--- config.mk ---
export PLATFORM = sky130hd
export DESIGN_NAME = tw_eeprom_engine
export DESIGN_NICKNAME = d
export VERILOG_FILES = /design/src/rtl/tw_eeprom_pkg.sv /design/src/rtl/tw_ctrl_match.sv /design/src/rtl/tw_addr_ptr.sv /design/src/rtl/tw_tx_shift.sv /design/src/rtl/tw_eeprom_engine.sv
export SDC_FILE = /design/constraint.sdc
export NUM_CORES = 1
export LEC_CHECK = 0
export ABC_CLOCK_PERIOD_IN_PS = 5100
export BUFFER_PORTS_ARGS = -buffer_cell sky130_fd_sc_hd__buf_2
export CAP_MARGIN = 30
export CORE_MARGIN = 4
export CORE_UTILIZATION = 50
export CTS_CLUSTER_DIAMETER = 150
export DETAILED_ROUTE_END_ITERATION = 8
export PLACE_DENSITY_LB_ADDON = 0.25
export SLEW_MARGIN = 20
export SYNTH_ARGS = -nofsm -noshare
export SYNTH_HDL_FRONTEND = slang
export SYNTH_SLANG_ARGS = --single-unit
--- constraint.sdc ---
create_clock -name clk -period 5.1 [get_ports clk]
set_input_delay 1.02 -clock clk [delete_from_list [all_inputs] [get_ports clk]]
set_output_delay 1.02 -clock clk [all_outputs]
set_load 0.02 [all_outputs]
--- src/rtl/tw_eeprom_pkg.sv ---
package tw_eeprom_pkg;
   typedef enum logic [2:0] {
      ST_IDLE,
      ST_CTRL,
      ST_ADDR,
      ST_WDATA,
      ST_RDATA
   } tw_state_e;
endpackage

--- src/rtl/tw_ctrl_match.sv ---
module tw_ctrl_match #(
   parameter int DW     = 8,
   parameter int SEL_W  = 3,
   parameter int CODE_W = 4,
   parameter logic [CODE_W-1:0] CODE = 4'b1010
) (
   input  logic [DW-1:0]    ctrl_byte,
   input  logic [SEL_W-1:0] straps,
   output logic             hit,
   output logic             is_read
);
   always_comb begin
      hit     = (ctrl_byte[DW-1 -: CODE_W] == CODE) && (ctrl_byte[SEL_W:1] == straps);
      is_read = ctrl_byte[0];
   end
endmodule

--- src/rtl/tw_addr_ptr.sv ---
module tw_addr_ptr #(
   parameter int AW     = 7,
   parameter int PAGE_W = 4
) (
   input  logic          clk,
   input  logic          rst_n,
   input  logic          load,
   input  logic [AW-1:0] load_val,
   input  logic          inc_page,
   input  logic          inc_all,
   output logic [AW-1:0] ptr
);
   logic [AW-1:0] ptr_q;
   logic [AW-1:0] page_next;
   logic [AW-1:0] all_next;

   assign all_next = ptr_q + 1'b1;

   generate
      if (PAGE_W >= AW) begin : g_flat
         assign page_next = all_next;
      end else begin : g_paged
         assign page_next = {ptr_q[AW-1:PAGE_W], ptr_q[PAGE_W-1:0] + 1'b1};
      end
   endgenerate

   always_ff @(posedge clk or negedge rst_n) begin
      if (!rst_n) begin
         ptr_q <= '0;
      end else if (load) begin
         ptr_q <= load_val;
      end else if (inc_page) begin
         ptr_q <= page_next;
      end else if (inc_all) begin
         ptr_q <= all_next;
      end
   end

   assign ptr = ptr_q;
endmodule

--- src/rtl/tw_tx_shift.sv ---
module tw_tx_shift #(
   parameter int DW = 8
) (
   input  logic          clk,
   input  logic          rst_n,
   input  logic          load,
   input  logic [DW-1:0] load_val,
   input  logic          shift,
   output logic          msb
);
   logic [DW-1:0] sr_q;

   always_ff @(posedge clk or negedge rst_n) begin
      if (!rst_n) begin
         sr_q <= '0;
      end else if (load) begin
         sr_q <= load_val;
      end else if (shift) begin
         sr_q <= {sr_q[DW-2:0], 1'b0};
      end
   end

   assign msb = sr_q[DW-1];
endmodule

--- src/rtl/tw_eeprom_engine.sv ---
module tw_eeprom_engine
   import tw_eeprom_pkg::*;
#(
   parameter int AW     = 7,
   parameter int DW     = 8,
   parameter int PAGE_W = 4,
   parameter int SEL_W  = 3,
   parameter int CODE_W = 4,
   parameter logic [CODE_W-1:0] DEV_CODE = 4'b1010
) (
   input  logic             clk,
   input  logic             rst_n,
   input  logic             start_evt,
   input  logic             stop_evt,
   input  logic             scl_rise,
   input  logic             scl_fall,
   input  logic             sda_in,
   input  logic [SEL_W-1:0] sel_pins,
   input  logic             busy,
   input  logic [DW-1:0]    rd_data,
   output logic [AW-1:0]    rd_addr,
   output logic             sda_oe,
   output logic             wr_en,
   output logic [AW-1:0]    wr_addr,
   output logic [DW-1:0]    wr_data,
   output logic             wr_commit
);
   localparam int CNT_W = $clog2(DW + 1);
   localparam logic [CNT_W-1:0] LAST_BIT = CNT_W'(DW - 1);
   localparam logic [CNT_W-1:0] ACK_SLOT = CNT_W'(DW);

   generate
      if (DW != 8) begin : g_bad_dw
         $error("byte width must be 8");
      end
      if (CODE_W + SEL_W + 1 != DW) begin : g_bad_split
         $error("code, select and direction bits must fill one byte");
      end
      if (AW >= DW || PAGE_W > AW || PAGE_W < 1) begin : g_bad_addr
         $error("address or page width out of range");
      end
   endgenerate

   tw_state_e        state_q, nxt_q;
   logic [CNT_W-1:0] cnt_q;
   logic [DW-2:0]    shr_q;
   logic             ack_go_q, got_data_q, sda_oe_q;
   logic             wr_en_q, commit_q;
   logic [AW-1:0]    wr_addr_q;
   logic [DW-1:0]    wr_data_q;

   logic [DW-1:0]    rx_byte;
   logic             receiving, last_rx, read_last, ack_rise;
   logic             ctrl_hit, ctrl_rd;
   logic             ptr_load, ptr_page, ptr_all;
   logic             tx_load, tx_shift, tx_msb;
   logic [AW-1:0]    ptr;

   assign rx_byte   = {shr_q, sda_in};
   assign receiving = (state_q == ST_CTRL) || (state_q == ST_ADDR) || (state_q == ST_WDATA);
   assign last_rx   = scl_rise && receiving && (cnt_q == LAST_BIT);
   assign read_last = scl_rise && (state_q == ST_RDATA) && (cnt_q == LAST_BIT);
   assign ack_rise  = scl_rise && (state_q != ST_IDLE) && (cnt_q == ACK_SLOT);

   tw_ctrl_match #(.DW(DW), .SEL_W(SEL_W), .CODE_W(CODE_W), .CODE(DEV_CODE)) u_match (
      .ctrl_byte (rx_byte),
      .straps    (sel_pins),
      .hit       (ctrl_hit),
      .is_read   (ctrl_rd)
   );

   assign ptr_load = last_rx && (state_q == ST_ADDR);
   assign ptr_page = last_rx && (state_q == ST_WDATA) && !busy;
   assign ptr_all  = read_last;

   tw_addr_ptr #(.AW(AW), .PAGE_W(PAGE_W)) u_ptr (
      .clk      (clk),
      .rst_n    (rst_n),
      .load     (ptr_load && !start_evt && !stop_evt),
      .load_val (rx_byte[AW-1:0]),
      .inc_page (ptr_page && !start_evt && !stop_evt),
      .inc_all  (ptr_all && !start_evt && !stop_evt),
      .ptr      (ptr)
   );

   assign tx_load  = ack_rise && !start_evt && !stop_evt &&
                     (((state_q == ST_CTRL) && ack_go_q && (nxt_q == ST_RDATA)) ||
                      ((state_q == ST_RDATA) && !sda_in));
   assign tx_shift = scl_rise && (state_q == ST_RDATA) && (cnt_q < ACK_SLOT);

   tw_tx_shift #(.DW(DW)) u_tx (
      .clk      (clk),
      .rst_n    (rst_n),
      .load     (tx_load),
      .load_val (rd_data),
      .shift    (tx_shift),
      .msb      (tx_msb)
   );

   always_ff @(posedge clk or negedge rst_n) begin
      if (!rst_n) begin
         state_q    <= ST_IDLE;
         nxt_q      <= ST_IDLE;
         cnt_q      <= '0;
         shr_q      <= '0;
         ack_go_q   <= 1'b0;
         got_data_q <= 1'b0;
         sda_oe_q   <= 1'b0;
         wr_en_q    <= 1'b0;
         commit_q   <= 1'b0;
         wr_addr_q  <= '0;
         wr_data_q  <= '0;
      end else begin
         wr_en_q  <= 1'b0;
         commit_q <= 1'b0;
         if (start_evt) begin
            state_q    <= ST_CTRL;
            cnt_q      <= '0;
            sda_oe_q   <= 1'b0;
            ack_go_q   <= 1'b0;
            got_data_q <= 1'b0;
         end else if (stop_evt) begin
            commit_q <= (state_q == ST_WDATA) && (cnt_q == '0) && got_data_q;
            state_q  <= ST_IDLE;
            cnt_q    <= '0;
            sda_oe_q <= 1'b0;
         end else begin
            if (scl_rise && state_q != ST_IDLE) begin
               if (cnt_q < ACK_SLOT) begin
                  cnt_q <= cnt_q + 1'b1;
                  if (receiving) begin
                     shr_q <= rx_byte[DW-2:0];
                  end
                  if (last_rx) begin
                     unique case (state_q)
                        ST_CTRL: begin
                           ack_go_q <= ctrl_hit && !busy;
                           nxt_q    <= ctrl_rd ? ST_RDATA : ST_ADDR;
                        end
                        ST_ADDR: begin
                           ack_go_q <= !busy;
                           nxt_q    <= ST_WDATA;
                        end
                        default: begin
                           ack_go_q <= !busy;
                           nxt_q    <= ST_WDATA;
                           if (!busy) begin
                              wr_en_q    <= 1'b1;
                              wr_addr_q  <= ptr;
                              wr_data_q  <= rx_byte;
                              got_data_q <= 1'b1;
                           end
                        end
                     endcase
                  end
               end else begin
                  cnt_q <= '0;
                  if (state_q == ST_RDATA) begin
                     state_q <= sda_in ? ST_IDLE : ST_RDATA;
                  end else begin
                     state_q <= ack_go_q ? nxt_q : ST_IDLE;
                  end
               end
            end
            if (scl_fall) begin
               if (state_q == ST_RDATA) begin
                  sda_oe_q <= (cnt_q < ACK_SLOT) ? !tx_msb : 1'b0;
               end else if (receiving && cnt_q == ACK_SLOT) begin
                  sda_oe_q <= ack_go_q && !busy;
               end else begin
                  sda_oe_q <= 1'b0;
               end
            end
         end
      end
   end

   assign rd_addr   = ptr;
   assign sda_oe    = sda_oe_q;
   assign wr_en     = wr_en_q;
   assign wr_addr   = wr_addr_q;
   assign wr_data   = wr_data_q;
   assign wr_commit = commit_q;
endmodule

==> run_summary.xml <==
<?xml version="1.0" encoding="UTF-8"?>
<metrics>
  <group name="run_status">
    <metric name="outcome" unit="">finished clean</metric>
  </group>
  <group name="synthesis">
    <metric name="synth_fp_nets" unit="">237</metric>
    <metric name="netlist-cell-type-count" unit="">52</metric>
    <metric name="synth_edf_count" unit="">0</metric>
    <metric name="post_synth_main_area_contributors" unit="">dfrtp_1, mux2_2, a221o_1</metric>
    <metric name="synth.cells.most_frequent" unit="">dfrtp_1, mux2_2, nor2_1</metric>
    <metric name="yosysWarnings" unit="">0</metric>
    <metric name="syn_area" unit="µm²">2500</metric>
    <metric name="synth_top_area_cell" unit="">dfrtp_1</metric>
    <metric name="synth-main-ff-cell" unit="">dfrtp_1</metric>
    <metric name="yosys_register_bits" unit="">52</metric>
    <metric name="synthDominantCellAreaShare" unit="">0.521</metric>
    <metric name="synth_async_sr_flop_share" unit="">1.00</metric>
    <metric name="synth_seq_area_share" unit="">0.521</metric>
    <metric name="yosysMostFrequentCell" unit="">dfrtp_1</metric>
    <metric name="syn_avg_cell_area" unit="µm²">11.6</metric>
    <metric name="syn-instance-count" unit="">215</metric>
  </group>
  <group name="routing">
    <metric name="drtIter0Drc" unit="">81</metric>
    <metric name="routedWlPerCell" unit="µm">14.7</metric>
    <metric name="drt_pass1_iterations" unit="">6</metric>
    <metric name="avgViaCountPerCell" unit="">5.54</metric>
    <metric name="antenna_left" unit="">0</metric>
    <metric name="drc" unit="">0</metric>
    <metric name="num_vias" unit="">1802</metric>
    <metric name="drt_wl_total" unit="mm">4.78</metric>
  </group>
  <group name="clock_tree">
    <metric name="post_cts.repair.setup_buffers" unit="">0</metric>
    <metric name="clk_path_buf_depth" unit="">2</metric>
    <metric name="number_of_gates_given_a_new_drive_strength_after_cts" unit="">0</metric>
    <metric name="htree_num_levels" unit="">2</metric>
    <metric name="clk_root_buffer_cell" unit="">clkbuf_8</metric>
    <metric name="clk-insertion-delay-late" unit="ns">0.31</metric>
    <metric name="post_cts_hold_buffer_count" unit="">0</metric>
    <metric name="cts_made_buffers" unit="">5</metric>
    <metric name="clkSinkCount" unit="">52</metric>
    <metric name="cts_tree" unit="">yes</metric>
    <metric name="worst_setup_hold_path_clk_slew" unit="ns">0.09</metric>
  </group>
  <group name="global_route">
    <metric name="grt_first_pass_wirelength" unit="mm">8.23</metric>
    <metric name="grt_util_all_layers" unit="">0.168</metric>
    <metric name="grt_start_max_net_pins" unit="">53</metric>
    <metric name="globalRouteOverflowTotal" unit="">0</metric>
    <metric name="grt_antenna_before_repair" unit="">0</metric>
    <metric name="grt_pass1_vias" unit="">1740</metric>
  </group>
  <group name="worst_setup_path">
    <metric name="max_stage_delay" unit="ns">0.67</metric>
    <metric name="worst_setup_sp_type" unit="">input pin</metric>
    <metric name="critical_path_arrival" unit="ns">2.78</metric>
    <metric name="rr_startpoint" unit="">cnt_q[3]</metric>
    <metric name="slowest_stage_cell_on_the_critical_path" unit="">or4b_1</metric>
    <metric name="critical_path_class" unit="">in -&gt; reg</metric>
    <metric name="critPathCaptureType" unit="">flip-flop</metric>
    <metric name="worstRegToRegCells" unit="">4</metric>
    <metric name="worstReg2RegEnd" unit="">u_ptr.ptr[6]</metric>
    <metric name="cp.required" unit="ns">5.33</metric>
    <metric name="critical_path_peak_fanout" unit="">6</metric>
    <metric name="critPathTopFamily" unit="">simple AND/OR/NAND/NOR gates</metric>
    <metric name="worstPathCellList" unit="">buf_2 -&gt; or4b_1 -&gt; nor3_2 -&gt; mux2_2 -&gt; o21ai_0</metric>
    <metric name="worst_path_buf_inv" unit="">1</metric>
    <metric name="reg2reg_setup_slack" unit="ns">2.87</metric>
  </group>
  <group name="pwr">
    <metric name="switching_power" unit="mW">0.198</metric>
    <metric name="p_leak" unit="nW">1.40</metric>
    <metric name="power_density" unit="nW/µm²">266</metric>
    <metric name="intPower" unit="mW">0.561</metric>
    <metric name="share_seq_of_total_power" unit="">0.605</metric>
    <metric name="power.switching_fraction" unit="">0.261</metric>
    <metric name="share_clk_of_total_power" unit="">0.310</metric>
    <metric name="power.combinational.fraction" unit="">0.084</metric>
    <metric name="vdd_drop_max" unit="µV">167</metric>
  </group>
  <group name="floorplanning">
    <metric name="die_width" unit="µm">78.7</metric>
    <metric name="coreArea" unit="µm²">4790</metric>
    <metric name="floorplan.die.height" unit="µm">78.7</metric>
    <metric name="placementRows" unit="">25</metric>
    <metric name="start_util" unit="">0.522</metric>
    <metric name="design.die.area" unit="µm²">6190</metric>
    <metric name="ios" unit="">44</metric>
  </group>
  <group name="sta">
    <metric name="post-route-period-util" unit="">0.501</metric>
    <metric name="timing.setup.tns" unit="ns">0</metric>
    <metric name="fmax" unit="MHz">391</metric>
    <metric name="final.setup_skew" unit="ns">0.0110</metric>
    <metric name="period_needed" unit="ns">2.55</metric>
    <metric name="slew_viol_final" unit="">0</metric>
    <metric name="grt_setup_unrepaired" unit="">no</metric>
    <metric name="setup_viol_count_final" unit="">0</metric>
    <metric name="timing_worst_slew_pin_value" unit="ns">0.728</metric>
    <metric name="final_hold_violation_count" unit="">0</metric>
    <metric name="max-slew-margin-rel" unit="">0.511</metric>
  </group>
  <group name="final_layout">
    <metric name="proportion_of_layout_cells_with_a_drive_suffix_above_1" unit="">0.333</metric>
    <metric name="layout.nets" unit="">279</metric>
    <metric name="area_delta_synth_final" unit="%">14.3</metric>
    <metric name="antennaDiodeCount" unit="">0</metric>
    <metric name="final_core_utilization" unit="">0.596</metric>
  </group>
  <group name="place">
    <metric name="gp_congestion" unit="">0.813</metric>
    <metric name="place.detailed.hpwl" unit="mm">3.46</metric>
    <metric name="place.port_buffers" unit="">43</metric>
  </group>
  <group name="hold_path">
    <metric name="hold_path_class" unit="">reg -&gt; reg</metric>
    <metric name="hp-start" unit="">got_data_q</metric>
    <metric name="hold-path-endpoint" unit="">got_data_q</metric>
    <metric name="worst_hold_path.num_cells" unit="">1</metric>
  </group>
  <group name="run">
    <metric name="cap_violations" unit="">0</metric>
  </group>
</metrics>
## worst max path at each step
| stage | slack [ns] | from | end | depth (start not counted) |
|---|---|---|---|---|
| 6_report | 2.55 | stop_evt | u_ptr.ptr[6] | 5 |
| 5_1_grt | 2.39 | stop_evt | u_ptr.ptr[2] | 5 |
| 4_1_cts | 2.55 | stop_evt | u_ptr.ptr[6] | 5 |
| 3_5_place_dp | 2.24 | stop_evt | u_ptr.ptr[6] | 5 |
| 3_3_place_gp | 2.25 | stop_evt | u_ptr.ptr[6] | 5 |
| 2_1_floorplan | 2.51 | stop_evt | u_ptr.ptr[6] | 5 |
## state kept, by name (all words and copies together), names as in the netlist
name	count
u_ptr.ptr	7
got_data_q	1
sda_oe	1
wr_commit	1
wr_en	1
u_tx.sr_q	8
nxt_q	3
ack_go_q	1
wr_data	8
state_q	3
wr_addr	7
shr_q	7
cnt_q	4
## layout by cell type, fill, tap and decap left out, drive strengths merged, types with 2 or more instances in the layout
cell type / count
or2: 2
inv: 11
nand4: 3
mux2: 24
nor3: 8
o22ai: 2
ha: 3
a2bb2oi: 2
o21ai: 5
a221o: 7
nand3b: 4
xnor2: 4
nand2b: 2
a21oi: 6
buf: 45
mux2i: 4
nor3b: 3
clkbuf: 5
nand3: 3
o31ai: 2
and2: 7
a22oi: 2
a21o: 3
o311a: 2
nor4: 2
dfrtp: 52
a31oi: 4
o21a: 2
nand2: 8
nor2: 13
## cell type report
cell class,count,area [µm²]
flip-flops and latches,52,1300
multi-input cells,143,1110
clock buffers,5,68.8
clock inverters,3,21.3
inverters,10,37.5
fillers,401,1930
well taps,67,83.8
repair buffers,45,230
## metal layers
layer / track usage / part of all wire / wire, µm
met1: 0.220 / 0.47 / 2260
met2: 0.270 / 0.47 / 2230
met3: 0.0378 / 0.043 / 206
met4: 0.0629 / 0.018 / 86
met5: 0 / 0 / 0
## per-stage QoR
step / cells / hold slack, ns / setup slack [ns] / total power [mW] / instance area, µm²
after floorplan: 215 / 0.454 / 2.51 / 0.498 / 2500
after global placement: 317 / 0.482 / 2.25 / 0.532 / 2760
after detailed placement: 317 / 0.487 / 2.24 / 0.534 / 2760
after CTS: 325 / 0.509 / 2.55 / 0.769 / 2850
after global routing: 325 / 0.527 / 2.39 / 0.793 / 2850
final: 325 / 0.507 / 2.55 / 0.760 / 2850
## power groups by stage
stage                     clock network, mW  registers [mW]  logic, mW
after floorplan                           0           0.459     0.0390
after global placement                    0           0.468     0.0640
after detailed placement                  0           0.468     0.0653
after CTS                             0.243           0.460     0.0654
after global routing                  0.257           0.464     0.0725
final                                 0.236           0.460     0.0641
## logic make-up (layout without fill, tap and decap cells)
logic type               after synthesis  after routing  share of synthesized area
AO/OA/AOI/OAI                         44             44                      0.134
XOR/XNOR                               4              4                     0.0140
adder cells (fa/ha/maj)                3              3                     0.0150
buffers and inverters                 20             63                     0.0361
flip-flops                            52             52                      0.521
multiplexers                          28             28                      0.124
AND/OR/NAND/NOR                       64             64                      0.155
(Power assumes the default switching activity.)
